### src/rtl/scanPkg.sv
package scanPkg;
  localparam int WORD_W = 12;
  localparam int SEG_N  = 7;
  localparam int DIG_N  = 3;

  typedef enum logic [1:0] {
    PH_IDLE,
    PH_ADDR,
    PH_READ,
    PH_SHOW
  } phase_t;

  typedef struct packed {
    logic blank;    // lock lost: clear outputs and scan position
    logic advance;  // step the ping-pong position
    logic load;     // memory data valid, latch word
  } scanStrobe_t;
endpackage

### src/rtl/scanCtrl.sv
module scanCtrl
  import scanPkg::*;
#(
  parameter int DWELL_CYCLES = 60000
) (
  input  logic        clk,
  input  logic        rstN,
  input  logic        locked,
  output scanStrobe_t strobe
);
  localparam int CNT_W = $clog2(DWELL_CYCLES) + 1;
  // the next address is issued two cycles early so the read latency hides under the dwell
  localparam logic [CNT_W-1:0] ADV_AT = CNT_W'(DWELL_CYCLES - 3);

  phase_t           phase;
  logic [CNT_W-1:0] dwellCnt;

  always_ff @(posedge clk) begin
    if (!rstN || !locked) begin
      phase    <= PH_IDLE;
      dwellCnt <= '0;
    end else begin
      case (phase)
        PH_IDLE: phase <= PH_ADDR;
        PH_ADDR: phase <= PH_READ;
        PH_READ: begin
          phase    <= PH_SHOW;
          dwellCnt <= '0;
        end
        default: begin
          dwellCnt <= dwellCnt + 1'b1;
          if (dwellCnt == ADV_AT) phase <= PH_ADDR;
        end
      endcase
    end
  end

  always_comb begin
    strobe.blank   = !locked;
    strobe.advance = locked && (phase == PH_SHOW) && (dwellCnt == ADV_AT);
    strobe.load    = locked && (phase == PH_READ);
  end
endmodule

### src/rtl/scanPath.sv
module scanPath
  import scanPkg::*;
#(
  parameter int ADDR_W = 12
) (
  input  logic              clk,
  input  logic              rstN,
  input  scanStrobe_t       strobe,
  input  logic              rangeHigh,
  input  logic [ADDR_W-1:0] recordBase,
  input  logic [WORD_W-1:0] memData,
  output logic [ADDR_W-1:0] memAddr,
  output logic [SEG_N-1:0]  segOut,
  output logic [DIG_N-1:0]  digitEnN,
  output logic              dpOut
);
  localparam int SEG_LSB = WORD_W - SEG_N;  // bit 5

  logic [1:0] slot;   // offset within the record
  logic       goUp;   // direction taken when leaving the middle digit
  logic       unusedBits;

  assign unusedBits = ^{memData[4], memData[0]};

  always_ff @(posedge clk) begin
    if (!rstN || strobe.blank) begin
      slot <= 2'd0;
      goUp <= 1'b1;
    end else if (strobe.advance) begin
      case (slot)
        2'd1: begin
          slot <= goUp ? 2'd2 : 2'd0;
          goUp <= !goUp;
        end
        default: slot <= 2'd1;
      endcase
    end
  end

  assign memAddr = recordBase + ADDR_W'(slot);

  always_ff @(posedge clk) begin
    if (!rstN || strobe.blank) begin
      segOut   <= '0;
      digitEnN <= '1;
    end else if (strobe.load) begin
      segOut <= memData[WORD_W-1:SEG_LSB];
      for (int d = 0; d < DIG_N; d++) begin
        digitEnN[d] <= memData[3-d];
      end
    end
  end

  assign dpOut = rangeHigh ? !digitEnN[1] : !digitEnN[0];
endmodule

### src/rtl/pingPongScanner.sv
module pingPongScanner #(
  parameter int DWELL_CYCLES = 60000,
  parameter int ADDR_W       = 12
) (
  input  logic              clk,
  input  logic              rstN,
  input  logic              locked,
  input  logic              rangeHigh,
  input  logic [ADDR_W-1:0] recordBase,
  input  logic [11:0]       memData,
  output logic [ADDR_W-1:0] memAddr,
  output logic [6:0]        segOut,
  output logic [2:0]        digitEnN,
  output logic              dpOut
);
  scanPkg::scanStrobe_t strobe;

  scanCtrl #(.DWELL_CYCLES(DWELL_CYCLES)) uCtrl (
    .clk    (clk),
    .rstN   (rstN),
    .locked (locked),
    .strobe (strobe)
  );

  scanPath #(.ADDR_W(ADDR_W)) uPath (
    .clk        (clk),
    .rstN       (rstN),
    .strobe     (strobe),
    .rangeHigh  (rangeHigh),
    .recordBase (recordBase),
    .memData    (memData),
    .memAddr    (memAddr),
    .segOut     (segOut),
    .digitEnN   (digitEnN),
    .dpOut      (dpOut)
  );
endmodule

### config.mk
export PLATFORM = sky130hd
export DESIGN_NAME = pingPongScanner
export DESIGN_NICKNAME = d
export VERILOG_FILES = /design/src/rtl/scanPkg.sv /design/src/rtl/scanCtrl.sv /design/src/rtl/scanPath.sv /design/src/rtl/pingPongScanner.sv
export SDC_FILE = /design/constraint.sdc
export NUM_CORES = 1
export LEC_CHECK = 0
export BUFFER_PORTS_ARGS = -buffer_cell sky130_fd_sc_hd__buf_2
export CORE_MARGIN = 2
export CORE_UTILIZATION = 51
export DETAILED_ROUTE_END_ITERATION = 6
export PLACE_DENSITY_LB_ADDON = 0.12
export SLEW_MARGIN = 20
export SYNTH_ARGS = -nofsm -noshare
export SYNTH_HDL_FRONTEND = slang
export SYNTH_HIERARCHICAL = 1
export SYNTH_SLANG_ARGS = --single-unit
export TNS_END_PERCENT = 30
### constraint.sdc
create_clock -name clk -period 2.2 [get_ports clk]
set_input_delay 0.33 -clock clk [delete_from_list [all_inputs] [get_ports clk]]
set_output_delay 0.33 -clock clk [all_outputs]
set_load 0.05 [all_outputs]
Word level (Yosys, flattened, before mapping)
Index checks and enable logic that the tools add are counted.

word-level totals
  register bits after elaboration = 32
  bits in latches = 0
  bits in writable memories = 0
  memory bits (read-only) = 0
  input bits = 28
  output and inout bits = 23
  logic and storage cells = 32
  memories = 0

cells by class
  add/sub/neg operators = 2
  multipliers = 0
  divide/modulo/power cells = 0
  $lt $le $gt $ge = 0
  equal/unequal tests = 5
  shifts and indexed selects = 0
  mux-type cells = 6
  bitwise operators = 0
  reduce and logical (&&, ||, !) cells = 13

operators by type and width
  cell                     count
  $pmux W17 S2             1
  $add A17 B1 Y17 const B  1
  $eq A17 B16 Y1 const B   1
  $add A12 B2 Y12          1
  $mux W2                  3
  $pmux W2 S3              1
  $logic_not A1 Y1         5
  $eq A2 B1 Y1 const B     2
  $eq A2 B2 Y1 const B     2
  $reduce_bool A4 Y1       1
  $logic_and A1 B1 Y1      3
  $logic_not A2 Y1         1
  $reduce_and A2 Y1        1
  $reduce_or A2 Y1         1
  $logic_or A1 B1 Y1       1
  $mux W1                  1

Depth between registers and ports, before layout
Gate-level depths: netlist (run 1).

  depth in word-level cells = 4
  depth in mapped cells = 8
  mapped depth without buffers = 8

By module
The synthesis (run 1) kept the hierarchy.

by module, submodules not included
  module    times used  cells each  area an instance (sq um)  sequential area each (sq um)
  scanCtrl  1           110         1019.7                    380.4
  scanPath  1           77          745.7                     260.2

Worst setup path after synthesis (run 1)
No wires, ideal clock.

  path type = reg-to-output
  start = reg uPath.slot[0]
  end = out memAddr[6]
  arrival time = 2.170 ns
  required time = 1.870 ns
  setup slack = -0.300 ns
  cell stages (with the launch flop) = 7
  buffers on the path = 0
  path through = dfxtp_1 ha_1 inv_1 fa_1 and3b_1 nand3_1 xnor2_1

between the ends
  word-level cells in the longest chain between the ends = 1

RTL lines
  what                    RTL line               RTL
  start, declared         scanPath.sv:19         logic [1:0] slot;
  start signal, assigned  scanPath.sv:32         slot <= goUp ? 2'd2 : 2'd0;
  $add A12 B2 Y12         scanPath.sv:40         assign memAddr = recordBase + ADDR_W'(slot);
  end, declared           pingPongScanner.sv:11  output logic [ADDR_W-1:0] memAddr,

Every way passes these cells.

Final worst setup path (run 1)
Same ends and word-level chain as after synthesis.

==> impl_metrics.py, run 1 <==
metrics = {
    "status": {
        "status": "finished, violations left",
        "violations": "negative setup slack",
    },
    "place": {
        "gp_congestion": 0.8498,
        "detailed_place_hpwl_um": 2867,
        "dpl_worst_slack_ns": -0.09223,
        "placedCellCount": 279,
        "io_buffers": 48,
    },
    "grt": {
        "use_met3_pct": 5.766,
        "met1_usage_pct": 23.25,
        "top_usage_layer": "met2",
        "grt_usage_pct": 20.98,
        "grt-ovfl-total": 0,
        "grtUsageMet2_pct": 38.17,
        "antenna_found_initial": 0,
        "grt_pass1_vias": 1505,
        "grt_max_degree": 16,
        "grt_first_pass_wirelength_um": 6561,
    },
    "cells_and_area": {
        "seqCellArea_sq_um": 641.9,
        "final_util_pct": 68.09,
        "insertedDiodeCount": 0,
        "area_growth_pct": 28.70,
        "finalNonFillerCells": 290,
        "final_nets": 281,
        "fill_cells": 292,
        "drive_gt1_share_pct": 35.25,
        "multiInputGateArea_sq_um": 1139,
    },
    "critical_path": {
        "setup.worst_path.class": "reg2out",
        "ff2ff_path_depth": 6,
        "crit_start": "uPath/slot[0]",
        "start_kind": "register",
        "r2r-end": "uCtrl/dwellCnt[15]",
        "crit_arrival_ns": 1.96,
        "cp-end-kind": "output port",
        "r2r-start": "uCtrl/phase[0]",
        "r2r_slack_ns": 0.17,
        "crit_fanout": 4,
        "worstPathRequired_ns": 1.87,
    },
    "logic_synthesis": {
        "synth_nets": 225,
        "avgSynthCellArea_sq_um": 9.441,
        "synth_area_leader_cell": "dfxtp_1",
        "ys_types": 44,
        "synth_top_cell_area_share_pct": 36.29,
        "synth_flop_cell": "dfxtp_1",
        "syn_area_sq_um": 1765,
        "synth_edf_count": 0,
        "synth.area.top_cells": "dfxtp_1 (36%), xor2_1 (8.4%), ha_1 (6.4%), mux2i_1 (6.2%), nor2_1 (4.5%)",
        "syn_inst": 187,
        "yosysWarningCount": 6,
        "synthArstFlopShare_pct": 0,
        "seq_area_frac_synth_pct": 36.29,
        "ys_ff_latch": 32,
    },
    "cts": {
        "htreeDepth": 2,
        "clockBufferDepth": 2,
        "cts_tree": "built",
        "clk_pin_slew_worst_paths_ns": 0.11,
        "clk_latency_ns": 0.34,
        "numCtsBuffers": 5,
        "cts_root_buf": "clkbuf_4",
        "clock-sinks": 32,
    },
    "timing": {
        "worst_pin_slew_ns": 0.5741,
        "slew_headroom_pct": 61.73,
        "finalCriticalPeriod_ns": 2.289,
        "fin_worst_skew_ns": 0.01240,
        "max_freq_mhz": 436.9,
        "setup_slack_ns": -0.08905,
        "min_period_over_period_pct": 104.0,
        "setup_violations": 3,
        "rsz0062_at_grt": "true",
        "hold_viol": 0,
        "drv_slew": 0,
        "holdWs_ns": 0.1908,
    },
    "power_and_ir_drop": {
        "p_per_area_nw_per_um2": 531.7,
        "peakVddDrop_mv": 0.3854,
        "leakage_nw": 0.9118,
        "fin_total_pwr_mw": 1.208,
    },
    "floorplanning": {
        "die_area_sq_um": 3948,
        "ios": 51,
        "fp.dieH_um": 62.84,
        "die_w_um": 62.84,
        "core_area_sq_um": 3337,
        "rows": 21,
        "start_util_pct": 52.91,
    },
    "flow_run": {
        "drv_cap": 0,
    },
    "hold_path": {
        "hold_end": "uPath/digitEnN[1]",
        "worstHoldStart": "memData[2]",
        "holdCritPathClass": "in2reg",
        "min_path_cells": 3,
    },
    "route": {
        "routed_wl_um": 3748,
        "avgViaCountPerCell": 5.341,
        "drt_iter0_drc": 58,
        "wl_per_cell_um": 12.92,
        "num_vias": 1549,
        "first_pass_iters": 4,
        "drc": 0,
        "ant_nets": 0,
    },
}
-- worst max-delay path, cell delays in order, from the launching register on --
cell and delay [ns]:
dfxtp_2 0.37, ha_4 0.13, inv_2 0.03, fa_2 0.38, and3b_2 0.30, nand3_2 0.09, xnor2_2 0.14, buf_6 0.18
-- where the power goes --
group          internal (mW)  switching [mW]
clock network          0.237           0.215
registers              0.583         0.00412
logic                 0.0602           0.109
-- flip-flops by register name, summed over array words and instances, names as in the netlist --
register        count
uPath/goUp          1
uPath/digitEnN      3
uCtrl/dwellCnt     17
uPath/slot          2
uPath/segOut        7
uCtrl/phase         2
-- area by class of cell --
cell class | instances | area share [%]
clock buffers | 5 | 1.652
clock inverters | 3 | 1.872
inverters | 9 | 1.487
multi-input cells | 141 | 50.11
flip-flops and latches | 32 | 28.25
well taps | 46 | 2.533
repair buffers | 54 | 14.10
-- per-stage QoR --
stage	cell area, sq um	setup TNS, ns
final	2272	-0.1992
after global routing	2272	-0.5538
after CTS	2240	-0.5009
after detailed placement	2087	-0.2170
after global placement	2087	-0.02262
after floorplan	1795	-0.04907
-- cell usage in the layout, fill, tap and decap left out, types with 2 or more instances in the layout --
| master | synthesis | final |
|---|---|---|
| a21oi_1 | 4 | 4 |
| xnor2_1 | 5 | 4 |
| nor4_2 | 3 | 2 |
| nand3_2 | 2 | 3 |
| o21ai_0 | 4 | 4 |
| dfxtp_1 | 32 | 31 |
| o31ai_1 | 3 | 3 |
| nor4b_1 | 2 | 2 |
| ha_1 | 9 | 8 |
| nand3_1 | 7 | 6 |
| buf_6 | 1 | 4 |
| and4bb_2 | 2 | 2 |
| xor2_1 | 17 | 14 |
| or4_1 | 3 | 3 |
| mux2i_1 | 11 | 11 |
| nand2_1 | 9 | 9 |
| inv_1 | 9 | 8 |
| nand4_1 | 5 | 5 |
| nor2_1 | 21 | 21 |
| and4_1 | 3 | 3 |
| buf_2 | 2 | 40 |
| xor2_2 | 0 | 3 |
| clkbuf_4 | 0 | 7 |
| or3_1 | 2 | 2 |
| buf_4 | 0 | 8 |
| o41ai_1 | 2 | 2 |
| and2_1 | 2 | 2 |
| nor3_1 | 4 | 4 |
| nor2b_1 | 3 | 3 |
-- cells by family (layout without fill, tap and decap cells) --
| kind of cell | count (synthesis) | after routing | share of synthesized area, % |
|---|---|---|---|
| AOI/OAI and AO/OA | 18 | 18 | 6.875 |
| buffers and inverters | 14 | 71 | 3.544 |
| xor gates and xnor gates | 22 | 22 | 10.91 |
| and+or+nand+nor | 80 | 80 | 28.63 |
| muxes | 11 | 11 | 6.237 |
| adders and majority gates | 10 | 10 | 7.513 |
| DFF | 32 | 32 | 36.29 |
-- metal layers --
metal	routed length (um)	part of all wire, %
met3	224	6.0
met4	54	1.4
met5	0	0
met1	1598	43
met2	1871	50
-- what timing repair did --
action                     4_1_cts  5_1_grt
setup endpoints to repair        4       10
pin swaps                        6        4
setup buffers                    1        2
hold buffers                     0        0
gates resized for setup         17        7
-- how the worst max path moves through the flow --
stage,end,slack [ns],cells after the start
after floorplan,memAddr[6],-0.05,6
after global placement,memAddr[6],-0.02,8
after detailed placement,memAddr[6],-0.09,8
after CTS,memAddr[6],-0.23,7
after global routing,memAddr[6],-0.18,7
final,memAddr[6],-0.09,7
-- synthesized netlist by cell type, types with 2 or more instances --
master and count:
dfxtp_1 32, nor2_1 21, xor2_1 17, mux2i_1 11
ha_1 9, inv_1 9, nand2_1 9, nand3_1 7
nand4_1 5, xnor2_1 5, a21oi_1 4, nor3_1 4
o21ai_0 4, and4_1 3, nor2b_1 3, nor4_2 3
o31ai_1 3, or4_1 3, and2_1 2, and3b_1 2
and4bb_2 2, buf_2 2, clkbuf_1 2, nand3_2 2
nor4b_1 2, o41ai_1 2, or3_1 2
Power figures use the tool's default switching activity.
==> run 2: changes to the inputs <==
Settings changed: SLEW_MARGIN 20 to 10.
Clock period 2.2 ns to 2.6 ns, I/O delays scaled along.
==> run 2 against run 1 <==
Compared with the run above: the flow now finishes without violations; clock skew shrank 0.0074 ns; utilization is 4.8 points lower; final cell count fell by 2.1%; power decreased by 24%; register-to-register slack better by 0.37 ns; sequential power decreased by 15%; combinational power is 23% lower; die area unchanged; routed wire length decreased by 16%; critical path type unchanged; largest cell class unchanged; largest power group unchanged; highest routed layer unchanged.
==> impl_metrics.py, run 2 (synthesis gave the netlist of run 1 again) <==
metrics = {
    "status": {
        "status": "completed",
    },
    "cells_and_area": {
        "final_nets": 275,
        "layout_commonest_cell": "buf_2",
        "post-route-cell-area_sq_um": 2111,
        "regMostFlops": "uCtrl/dwellCnt",
        "largest_register_ffs": 17,
        "final_util_pct": 63.25,
        "insertedDiodeCount": 0,
        "drive_gt1_share_pct": 29.41,
        "final_cell_mix": "buf_2 (45), dfxtp_1 (32), nor2_1 (21)",
        "area_growth_pct": 19.56,
        "largestRegisters": "uCtrl/dwellCnt x17, uPath/segOut x7, uPath/digitEnN x3",
    },
    "floorplanning": {
        "die_area_sq_um": 3948,
        "rows": 21,
        "core_area_sq_um": 3337,
        "fp.dieH_um": 62.84,
        "start_util_pct": 52.91,
        "die_w_um": 62.84,
        "ios": 51,
    },
    "place": {
        "detailed_place_hpwl_um": 2353,
        "dpl_worst_slack_ns": 0.2282,
        "gp_congestion": 0.7422,
        "io_buffers": 48,
        "place_area_sq_um": 2042,
    },
    "flow_run": {
        "drv_cap": 0,
    },
    "grt": {
        "grt_max_degree": 16,
        "grt_usage_pct": 17.52,
        "grt_first_pass_wirelength_um": 5547,
        "grt_pass1_vias": 1252,
        "grt-ovfl-total": 0,
        "antenna_found_initial": 0,
    },
    "power_and_ir_drop": {
        "peakVddDrop_mv": 0.3426,
        "switching_share_pct": 26.98,
        "comb_power_share_pct": 14.1,
        "power.switching_uw": 248.0,
        "p_per_area_nw_per_um2": 435.4,
        "pwr-share-clk_pct": 31.8,
        "p_int_uw": 671.1,
        "fin_total_pwr_uw": 919.1,
        "pwr-share-seq_pct": 54.1,
        "leakage_nw": 0.8406,
    },
    "timing": {
        "slew_headroom_pct": 62.73,
        "setup_violations": 0,
        "rsz0062_at_grt": "false",
        "min_period_over_period_pct": 94.63,
        "worst_pin_slew_ns": 0.5591,
        "max_freq_mhz": 406.4,
        "hold_viol": 0,
        "finalSetupTns_ns": 0,
        "drv_slew": 0,
        "finalCriticalPeriod_ns": 2.460,
        "fin_worst_skew_ns": 0.004993,
        "setup_slack_ns": 0.1395,
    },
    "route": {
        "drc": 0,
        "routed_wl_um": 3159,
        "wl_per_cell_um": 11.12,
        "avgViaCountPerCell": 5.173,
        "first_pass_iters": 4,
        "num_vias": 1469,
        "drt_iter0_drc": 93,
        "ant_nets": 0,
    },
    "cts": {
        "clock-sinks": 32,
        "cts_tree": "built",
        "holdBufCountCts": 0,
        "htreeDepth": 2,
        "clk_pin_slew_worst_paths_ns": 0.09,
        "cts_resized": 2,
        "cts_setup_buffers": 0,
        "clockBufferDepth": 2,
        "cts_root_buf": "clkbuf_4",
        "numCtsBuffers": 5,
        "clk_latency_ns": 0.33,
    },
    "critical_path": {
        "crit_fanout": 4,
        "r2r_slack_ns": 0.54,
        "crit_arrival_ns": 2.07,
        "worstPathRequired_ns": 2.21,
        "start_kind": "register",
        "setup.worst_path.class": "reg2out",
        "cp-end-kind": "output port",
    },
    "hold_path": {
        "holdCritPathClass": "in2reg",
    },
}
[run 2: worst paths after layout]
path              depth (start not counted)                from                 end
setup / recovery                          7       uPath/slot[0]          memAddr[6]
hold / removal                            3          memData[3]   uPath/digitEnN[0]
setup reg to reg                          6      uCtrl/phase[0]  uCtrl/dwellCnt[16]
hold reg to reg                           2  uCtrl/dwellCnt[16]  uCtrl/dwellCnt[16]
[run 2: area by class of cell]
class	count	area [sq um]
Fill cell	296	1226
Multi-Input combinational cell	141	1072
Sequential cell	32	640.6
Timing Repair Buffer	48	247.7
Clock buffer	8	58.81
Tap cell	46	57.56
Inverter	9	33.78
[run 2: layer usage]
layer  routed length [um]  up-vias  GRT usage, %
met5                    0        -             0
met4                   48        0         6.667
met3                  194        6         6.486
met2                 1313       48         25.67
met1                 1603      648         23.40
li1                     -      767             -
[run 2: power groups by stage]
stage                     Clock, mW  Sequential [mW]  Combinational, mW
final                         0.292            0.497              0.130
after global placement            0            0.508              0.129
after CTS                     0.306            0.497              0.130
after global routing          0.332            0.498              0.142
after detailed placement          0            0.508              0.129
after floorplan                   0            0.510             0.0832
[run 2: stage by stage]
step                cells  hold slack (ns)
floorplan             187           0.4520
global placement      276           0.4514
detailed placement    276           0.4804
CTS                   284           0.2642
global route          284           0.2677
finish                284           0.2771
[run 2: critical path, cell delays in order, from the launching register on]
cell     delay, ns
dfxtp_1       0.36
ha_1          0.20
inv_1         0.07
fa_2          0.39
and3b_1       0.26
nand3_1       0.12
xnor2_2       0.13
buf_4         0.21
